--- config.mk ---
export PLATFORM = sky130hd
export DESIGN_NAME = spad_coinc_tof
export DESIGN_NICKNAME = d
export VERILOG_FILES = /design/src/rtl/spad_cdt_pkg.sv /design/src/rtl/spad_coinc_filter.sv /design/src/rtl/spad_frame_seq.sv /design/src/rtl/spad_result_hold.sv /design/src/rtl/spad_coinc_tof.sv
export SDC_FILE = /design/constraint.sdc
export NUM_CORES = 1
export LEC_CHECK = 0
export BUFFER_PORTS_ARGS = -buffer_cell sky130_fd_sc_hd__buf_2
export CORE_ASPECT_RATIO = 1.4
export CORE_UTILIZATION = 55
export CTS_BUF_LIST = sky130_fd_sc_hd__clkbuf_2
export DETAILED_ROUTE_END_ITERATION = 7
export PLACE_DENSITY = 0.78
export SETUP_SLACK_MARGIN = 0.1
export SKIP_CTS_REPAIR_TIMING = 1
export SLEW_MARGIN = 5
export SYNTH_ARGS = -nofsm -noshare
export SYNTH_HDL_FRONTEND = slang
export SYNTH_SLANG_ARGS = --single-unit
--- constraint.sdc ---
create_clock -name clk -period 4.1 [get_ports clk]
set_input_delay 0.205 -clock clk [delete_from_list [all_inputs] [get_ports clk]]
set_output_delay 0.205 -clock clk [all_outputs]
set_load 0.05 [all_outputs]
--- src/rtl/spad_cdt_pkg.sv ---
package spad_cdt_pkg;
  localparam int unsigned NDET = 4;

  typedef enum logic [1:0] {
    SEQ_IDLE  = 2'd0,
    SEQ_TIME  = 2'd1,
    SEQ_COUNT = 2'd2
  } seq_state_e;

  function automatic logic [2:0] ones4(input logic [NDET-1:0] v);
    logic [2:0] n;
    n = '0;
    for (int i = 0; i < NDET; i++) n = n + {2'b00, v[i]};
    return n;
  endfunction
endpackage

--- src/rtl/spad_coinc_filter.sv ---
module spad_coinc_filter
  import spad_cdt_pkg::*;
#(
  parameter int unsigned WIN_W = 4
) (
  input  logic             clk,
  input  logic             rst_n,
  input  logic             clr_i,
  input  logic [NDET-1:0]  det_i,
  input  logic [1:0]       depth_i,
  input  logic [WIN_W-1:0] win_i,
  output logic             hit_o
);
  logic [NDET-1:0] live;
  logic [WIN_W-1:0] reload;

  assign reload = (win_i == '0) ? '0 : win_i - 1'b1;

  for (genvar g = 0; g < NDET; g++) begin : g_lane
    logic [WIN_W-1:0] tmr_q;
    always_ff @(posedge clk or negedge rst_n) begin
      if (!rst_n)             tmr_q <= '0;
      else if (clr_i)         tmr_q <= '0;
      else if (det_i[g])      tmr_q <= reload;
      else if (tmr_q != '0)   tmr_q <= tmr_q - 1'b1;
    end
    assign live[g] = det_i[g] | (tmr_q != '0);
  end

  assign hit_o = ones4(live) > {1'b0, depth_i};


  single_pass_chk: assert property (@(posedge clk) disable iff (!rst_n)
    (depth_i == 2'd0 && |det_i) |-> hit_o);

  enough_fresh_chk: assert property (@(posedge clk) disable iff (!rst_n)
    ($countones(det_i) > depth_i) |-> hit_o);
endmodule

--- src/rtl/spad_frame_seq.sv ---
module spad_frame_seq
  import spad_cdt_pkg::*;
#(
  parameter int unsigned TS_W   = 12,
  parameter int unsigned DATA_W = 16,
  parameter int unsigned LEN_W  = 16
) (
  input  logic              clk,
  input  logic              rst_n,
  input  logic              start_i,
  input  logic              mode_i,
  input  logic              busy_i,
  input  logic              hit_i,
  input  logic [NDET-1:0]   det_i,
  input  logic [LEN_W-1:0]  len_i,
  output logic              clr_o,
  output logic              load_o,
  output logic [DATA_W-1:0] data_o,
  output logic              nohit_o,
  output logic              kind_o
);
  localparam logic [TS_W-1:0] TS_MAX = '1;

  seq_state_e        state_q;
  logic [TS_W-1:0]   tdc_q;
  logic [DATA_W-1:0] acc_q;
  logic [LEN_W-1:0]  rem_q;
  logic [DATA_W:0]   wide;
  logic [DATA_W-1:0] sum;
  logic              go;

  assign go    = start_i && !busy_i && (state_q == SEQ_IDLE);
  assign clr_o = go;
  assign wide  = {1'b0, acc_q} + (DATA_W+1)'(ones4(det_i));
  assign sum   = wide[DATA_W] ? '1 : wide[DATA_W-1:0];

  always_comb begin
    load_o  = 1'b0;
    data_o  = '0;
    nohit_o = 1'b0;
    kind_o  = 1'b0;
    case (state_q)
      SEQ_TIME: begin
        if (hit_i) begin
          load_o = 1'b1;
          data_o = DATA_W'(tdc_q);
        end else if (tdc_q == TS_MAX) begin
          load_o  = 1'b1;
          nohit_o = 1'b1;
          data_o  = DATA_W'(TS_MAX);
        end
      end
      SEQ_COUNT: begin
        if (rem_q == LEN_W'(1)) begin
          load_o = 1'b1;
          kind_o = 1'b1;
          data_o = sum;
        end
      end
      default: ;
    endcase
  end

  always_ff @(posedge clk or negedge rst_n) begin
    if (!rst_n) begin
      state_q <= SEQ_IDLE;
      tdc_q   <= '0;
      acc_q   <= '0;
      rem_q   <= '0;
    end else begin
      case (state_q)
        SEQ_IDLE: if (go) begin
          tdc_q   <= '0;
          acc_q   <= '0;
          rem_q   <= (len_i == '0) ? LEN_W'(1) : len_i;
          state_q <= mode_i ? SEQ_COUNT : SEQ_TIME;
        end
        SEQ_TIME: begin
          if (load_o) state_q <= SEQ_IDLE;
          else        tdc_q   <= tdc_q + 1'b1;
        end
        SEQ_COUNT: begin
          if (load_o) state_q <= SEQ_IDLE;
          else begin
            acc_q <= sum;
            rem_q <= rem_q - 1'b1;
          end
        end
        default: state_q <= SEQ_IDLE;
      endcase
    end
  end


  one_result_chk: assert property (@(posedge clk) disable iff (!rst_n)
    load_o |=> (state_q == SEQ_IDLE));

  pending_start_chk: assert property (@(posedge clk) disable iff (!rst_n)
    (state_q == SEQ_IDLE && busy_i) |=> (state_q == SEQ_IDLE));
endmodule

--- src/rtl/spad_result_hold.sv ---
module spad_result_hold #(
  parameter int unsigned TS_W   = 12,
  parameter int unsigned DATA_W = 16
) (
  input  logic              clk,
  input  logic              rst_n,
  input  logic              load_i,
  input  logic [DATA_W-1:0] data_i,
  input  logic              nohit_i,
  input  logic              kind_i,
  input  logic              ready_i,
  output logic              valid_o,
  output logic [DATA_W-1:0] data_o,
  output logic              nohit_o,
  output logic              kind_o
);
  localparam logic [DATA_W-1:0] TS_TOP = DATA_W'((1 << TS_W) - 1);

  always_ff @(posedge clk or negedge rst_n) begin
    if (!rst_n) begin
      valid_o <= 1'b0;
      data_o  <= '0;
      nohit_o <= 1'b0;
      kind_o  <= 1'b0;
    end else if (load_i) begin
      valid_o <= 1'b1;
      data_o  <= data_i;
      nohit_o <= nohit_i;
      kind_o  <= kind_i;
    end else if (valid_o && ready_i) begin
      valid_o <= 1'b0;
    end
  end


  hold_stable_chk: assert property (@(posedge clk) disable iff (!rst_n)
    (valid_o && !ready_i) |=> (valid_o && $stable(data_o) && $stable(nohit_o) && $stable(kind_o)));

  nohit_code_chk: assert property (@(posedge clk) disable iff (!rst_n)
    (valid_o && nohit_o) |-> (data_o == TS_TOP && !kind_o));
endmodule

--- src/rtl/spad_coinc_tof.sv ---
module spad_coinc_tof
  import spad_cdt_pkg::*;
#(
  parameter int unsigned TS_W   = 12,
  parameter int unsigned WIN_W  = 4,
  parameter int unsigned LEN_W  = 16,
  parameter int unsigned DATA_W = 16
) (
  input  logic              clk,
  input  logic              rst_n,
  input  logic [3:0]        det_i,
  input  logic              start_i,
  input  logic              count_mode_i,
  input  logic [1:0]        depth_i,
  input  logic [WIN_W-1:0]  win_i,
  input  logic [LEN_W-1:0]  count_len_i,
  output logic              res_valid_o,
  input  logic              res_ready_i,
  output logic [DATA_W-1:0] res_data_o,
  output logic              res_nohit_o,
  output logic              res_kind_o
);
  logic              clr, hit, load, nohit, kind;
  logic [DATA_W-1:0] data;

  spad_coinc_filter #(.WIN_W(WIN_W)) i_filter (
    .clk(clk), .rst_n(rst_n), .clr_i(clr), .det_i(det_i),
    .depth_i(depth_i), .win_i(win_i), .hit_o(hit)
  );

  spad_frame_seq #(.TS_W(TS_W), .DATA_W(DATA_W), .LEN_W(LEN_W)) i_seq (
    .clk(clk), .rst_n(rst_n), .start_i(start_i), .mode_i(count_mode_i),
    .busy_i(res_valid_o), .hit_i(hit), .det_i(det_i), .len_i(count_len_i),
    .clr_o(clr), .load_o(load), .data_o(data), .nohit_o(nohit), .kind_o(kind)
  );

  spad_result_hold #(.TS_W(TS_W), .DATA_W(DATA_W)) i_hold (
    .clk(clk), .rst_n(rst_n), .load_i(load), .data_i(data), .nohit_i(nohit),
    .kind_i(kind), .ready_i(res_ready_i), .valid_o(res_valid_o),
    .data_o(res_data_o), .nohit_o(res_nohit_o), .kind_o(res_kind_o)
  );
endmodule

; Yosys cells after proc, flatten, opt, wreduce, memory -nomap -nowiden
; Cells that the tools add are included.
[word_totals]
elab_cells = 102
out_inout_bits = 19
register_bits = 81
inputBits = 31
[op_classes]
n_addsub = 14
order_cmp = 1
muxes = 41
n_bitwise = 4
n_reduce_logical = 22
n_eq_ne = 8
[op_table]
columns = cell, n
row1 = 16-bit 2-to-1 mux, 8
row2 = 16-bit case mux with 2 select lines, 3
row3 = 4-bit 2-to-1 mux, 13
row4 = 12-bit 2-to-1 mux, 3
row5 = 12-bit case mux with 2 select lines, 1
row6 = 4-bit by 1-bit subtractor with 4-bit output (second input constant), 5
row7 = 16-bit by 3-bit adder with 17-bit output, 1
row8 = 16-bit by 1-bit equality test with 1-bit output (second input constant), 1
row9 = 16-bit zero test, 1
row10 = 4-bit nonzero test, 4
row11 = 16-bit by 1-bit subtractor with 16-bit output (second input constant), 1
row12 = 12-bit by 1-bit adder with 12-bit output (second input constant), 1
row13 = 3-bit by 1-bit adder with 3-bit output, 4
row14 = 12-bit equality test (second input constant), 1
row15 = 3-bit nonzero test, 4
row16 = 1-bit 2-to-1 mux, 8
row17 = 2-bit 2-to-1 mux, 3
row18 = 2-bit != test (second input constant), 3
row19 = 3-bit AND reduction, 2
row20 = 2-bit nonzero test, 3
row21 = 1-bit by 1-bit adder with 2-bit output, 2
row22 = 4-bit zero test, 1
row23 = 1-bit bitwise OR, 4
row24 = 2-bit case mux with 2 select lines, 1
row25 = other kinds (10), 12

; Logic depth before layout (Yosys ltp)
[logic_depth]
word_depth = 10
ltp_mapped = 16
depth_no_buf = 14

; Modules after synthesis
; A second synthesis with hierarchy kept.
[unflattened]
cells_unflattened = 592
hier_area_um2 = 5482.8
[modules_own_cells]
columns = module, n_inst, cells_each, area_each_um2
row1 = spad_frame_seq, 1, 428, 3537.1
row2 = spad_coinc_filter, 1, 123, 1189.9
row3 = spad_result_hold, 1, 41, 755.7

; Worst setup path before layout
; Ideal clock, no wire load.
[synth_path]
kind = reg2reg
startpoint = register i_filter.g_lane[0].tmr_q[0]
endpoint = register i_seq.acc_q[6]
path_slack_ps = -84
arrival_ps = 4063
t_required_ps = 3979
synth_period_minus_slack_ps = 4184
stages_incl_launch_ff = 15
setup_ps = 121
cell_sequence = dfrtp_1 > inv_1 > ha_1 > or4b_2 > clkbuf_1 > ha_1 > fa_1 > fa_1 > nor3b_1 > o211ai_1 > o211ai_2 > a311o_1 > buf_4 > buf_2 > a22o_1
[synth_between]
elab_chain_cells = 10
[synth_rtl]
columns = element, line
row1 = "start, declared", spad_coinc_filter.sv:20  ; logic [WIN_W-1:0] tmr_q;
row2 = "start signal, assigned", spad_coinc_filter.sv:24  ; else if (det_i[g]) tmr_q <= reload;
row3 = "start signal, assigned", spad_coinc_filter.sv:25  ; else if (tmr_q != '0) tmr_q <= tmr_q - 1'b1;
row4 = 4-bit nonzero test, spad_coinc_filter.sv:27  ; assign live[g] = det_i[g] | (tmr_q != '0);
row5 = 1-bit bitwise OR, spad_coinc_filter.sv:27
row6 = 1-bit by 1-bit adder with 2-bit output, spad_cdt_pkg.sv:13  ; for (int i = 0; i < NDET; i++) n = n + {2'b00, v[i]};
row7 = 3-bit by 1-bit adder with 3-bit output (2 in series), spad_cdt_pkg.sv:13
row8 = 3-bit by 2-bit > comparator with 1-bit output, spad_coinc_filter.sv:30  ; assign hit_o = ones4(live) > {1'b0, depth_i};
row9 = 1-bit 2-to-1 mux, spad_frame_seq.sv:44  ; if (hit_i) begin
row10 = 1-bit case mux with 2 select lines, spad_frame_seq.sv:42  ; case (state_q)
row11 = 2-bit != test (no source line), n/a
row12 = 3-bit AND reduction (no source line), n/a
row13 = "end signal, assigned", spad_frame_seq.sv:85  ; acc_q <= sum;
row14 = "end, declared", spad_frame_seq.sv:26  ; logic [DATA_W-1:0] acc_q;
; Every way passes these cells.
; A chain may end at the register's enable or synchronous reset.

; Worst setup path in the final report
[layout_path]
startpoint = register i_filter.g_lane[0].tmr_q[0]
endpoint = register i_seq.acc_q[1]
; Same word-level chain as after synthesis.

==> impl_metrics.env <==
export IMPL_status="complete, but fails checks"
export IMPL_violations="DRC"
export IMPL_area_growth_pct=15.9
export IMPL_coreArea_mm2=0.00908
export IMPL_finClkSkew_ns=0.0287
export IMPL_met2_length_um=7290
export IMPL_r2r_setup_slack_ns=0.16
export IMPL_drive_above_1_share=0.175
export IMPL_cp_data_required_time_ns=4.62
export IMPL_ys_ff_latch=81
export IMPL_wirelength_um=14200
export IMPL_grt_pass1_vias=4635
export IMPL_multi_input_area_mm2=0.00298
export IMPL_clockBufferDepth=2
export IMPL_slew_headroom=0.313
export IMPL_drt_iter0_markers=462
export IMPL_async_reset_ff_frac=1.00
export IMPL_portBuffers=49
export IMPL_timing_final_hold_violations=0
export IMPL_die_w_um=84
export IMPL_fin_crit_sh=0.960
export IMPL_worstReg2RegStart="i_filter.g_lane[0].tmr_q[0]$_DFFE_PN0P_"
export IMPL_p_leak_nw=2.66
export IMPL_grt_ovfl_total=0
export IMPL_ys_warn_count=0
export IMPL_seqCellArea_mm2=0.00203
export IMPL_fin_crit_ns=3.94
export IMPL_numCtsBuffers=9
export IMPL_max_freq_mhz=254
export IMPL_nNetsFinal=724
export IMPL_ant_nets=0
export IMPL_synth_nets=657
export IMPL_num_rows=41
export IMPL_met1Wirelength_um=5680
export IMPL_holdCritPathClass="in2reg"
export IMPL_cts_max_level=3
export IMPL_wl_met3_um=784
export IMPL_io_pins=50
export IMPL_grt_pass1_wl_um=22600
export IMPL_dieHeight_um=117
export IMPL_crit_path_end_kind="register"
export IMPL_grt_max_degree=82
export IMPL_place_congestion=0.929
export IMPL_cts_root_buf="clkbuf_2"
export IMPL_hold_start="count_len_i[9]"
export IMPL_power_density_mw_per_mm2=651
export IMPL_via_per_inst=6.32
export IMPL_final_setup_tns_ns=0
export IMPL_peakVddDrop_mv=0.487
export IMPL_yosys_top_cells_area="dfrtp_1 (39%), ha_1 (4.8%), nor2_1 (4.5%), nand2_1 (4.2%), a21oi_1 (3.3%)"
export IMPL_final_cell_area_mm2=0.00600
export IMPL_setup_violations_final=0
export IMPL_num_vias=4942
export IMPL_setup_ws_ns=0.165
export IMPL_dpl_instance_area_mm2=0.00557
export IMPL_dp_slack_ns=-0.141
export IMPL_r2r_end="i_seq.acc_q[1]$_DFFE_PN0P_"
export IMPL_die_area_mm2=0.00981
export IMPL_clk_latency_ns=0.59
export IMPL_report_final_slew_viol_count=0
export IMPL_p_total_mw=3.90
export IMPL_worstSetupPathType="reg2reg"
export IMPL_critPathMaxFanout=5
export IMPL_hold_path_endpoint="i_seq.rem_q[9]$_DFFE_PN0P_"
export IMPL_nFillCells=725
export IMPL_syn_cell_area_mm2=0.00518
export IMPL_start_kind="register"
export IMPL_netlist_area_leader_share=0.391
export IMPL_dr_pass1_iters=7
export IMPL_maxCapViolCount=0
export IMPL_ys_flop_type="dfrtp_1"
export IMPL_synth_edf_count=0
export IMPL_fin_util=0.661
export IMPL_start_util=0.570
export IMPL_synth_largest_area_cell="dfrtp_1"
export IMPL_tightest_slew_ns=1.03
export IMPL_synthDistinctLibCells=64
export IMPL_cts_sinks=81
export IMPL_cp_startpoint="i_filter.g_lane[0].tmr_q[0]$_DFFE_PN0P_"
export IMPL_cts_tree="done"
export IMPL_track_usage=0.295
export IMPL_drc=6
export IMPL_dpl_hpwl_um=9840
export IMPL_rr_worst_depth=16
export IMPL_antenna_found_initial=1
export IMPL_routedWlPerCell_um=18.1
export IMPL_clk_pin_slew_ns=0.24
export IMPL_min_path_cells=5
export IMPL_rsz0062_at_grt="true"
export IMPL_highest_layer="met4"
export IMPL_syn_instance_count=602
export IMPL_syn_avg_cell_area_um2=8.60
export IMPL_worst_ep_arrival_time_ns=4.46
export IMPL_yosysSeqAreaShare=0.391
[cell usage after synthesis (all sizes together) (7+ instances only)]
cell type  instances
nor3              15
nand3             35
dfrtp             81
buf               12
a22o              15
nor4               7
or3               10
ha                20
o21ai             32
a211oi            18
clkbuf            21
nor2              64
o22ai              9
xnor2              7
o211ai            17
inv               36
a21oi             34
nand2             58
[kinds of logic after synthesis]
family	share of synthesized area
AOI/OAI and AO/OA	0.232
xor gates and xnor gates	0.0220
adders and majority gates	0.0638
buffers and inverters	0.0551
DFF	0.391
muxes	0.0140
and+or+nand+nor	0.222
[metal layers]
layer / GRT usage / vias to the layer above
met3: 0.0477 / 30
met2: 0.504 / 204
met1: 0.366 / 2370
met5: 0 / -
met4: 0.149 / 0
li1: - / 2338
[placed cells by master (no fill, tap or decap), drive strengths merged, types with 4 or more instances in the layout]
cell type and count:
dfrtp 81, buf 74, nor2 64, nand2 58
inv 38, nand3 35, a21oi 34, o21ai 32
ha 20, a211oi 18, o211ai 17, nor3 15
a22o 15, dlygate4sd3 15, or3 10, o22ai 9
clkbuf 9, nor4 7, xnor2 7, xor2 6
and3 6, nand2b 6, o31ai 6, a31oi 6
nand3b 5, nand4 5, a21o 5, and2 5
mux2i 5, o311ai 5, o221ai 4, fa 4
[worst max-delay path by stage]
| stage | end | slack, ns |
|---|---|---|
| after floorplan | i_seq.acc_q[6]$_DFFE_PN0P_ | 0.11 |
| after global placement | i_seq.tdc_q[7]$_DFFE_PN0P_ | 0.06 |
| after detailed placement | i_seq.tdc_q[7]$_DFFE_PN0P_ | -0.14 |
| after CTS | i_seq.tdc_q[7]$_DFFE_PN0P_ | -0.19 |
| after global routing | i_seq.acc_q[1]$_DFFE_PN0P_ | 0.03 |
| final | i_seq.acc_q[1]$_DFFE_PN0P_ | 0.16 |
[final cells by class]
type	instances	share of cell area
inverter	37	0.0231
timing repair buffer	89	0.103
antenna	1	0.000417
sequential	81	0.338
multi-input combinational	451	0.497
tap	107	0.0223
clock buffer	9	0.00751
clock inverter	7	0.00897
[registers in the layout, indices dropped and copies added (netlist names)]
register / cells
i_hold.kind_o: 1
i_hold.nohit_o: 1
i_filter.g_lane.tmr_q: 16
i_hold.valid_o: 1
i_seq.acc_q: 16
i_seq.rem_q: 16
i_seq.tdc_q: 12
i_seq.state_q: 2
i_hold.data_o: 16
[critical path: stages, from the launching register on]
cell      delay [ns]
dfrtp_1         0.47
inv_2           0.10
ha_4            0.12
or4b_4          0.49
ha_4            0.24
fa_2            0.38
fa_1            0.51
nor3b_4         0.17
o211ai_1        0.16
buf_4           0.18
o211ai_4        0.09
buf_6           0.16
a311oi_4        0.36
buf_6           0.18
buf_4           0.11
nand3_1         0.06
o21ai_0         0.10
[stage by stage]
step,cells,hold WS (ns)
2_1_floorplan,602,-0.0906
3_3_place_gp,740,0.391
3_5_place_dp,740,0.395
4_1_cts,756,-0.258
5_1_grt,782,0.000926
6_report,782,0.00601
[where the power goes]
group | leakage (nW) | internal [mW] | switching [mW] | total (mW)
clock | 0.0549 | 0.0831 | 0.306 | 0.389
sequential | 1.05 | 1.04 | 0.236 | 1.28
combinational | 1.56 | 0.829 | 1.41 | 2.23
No activity file was read; power rests on OpenSTA's default activity.
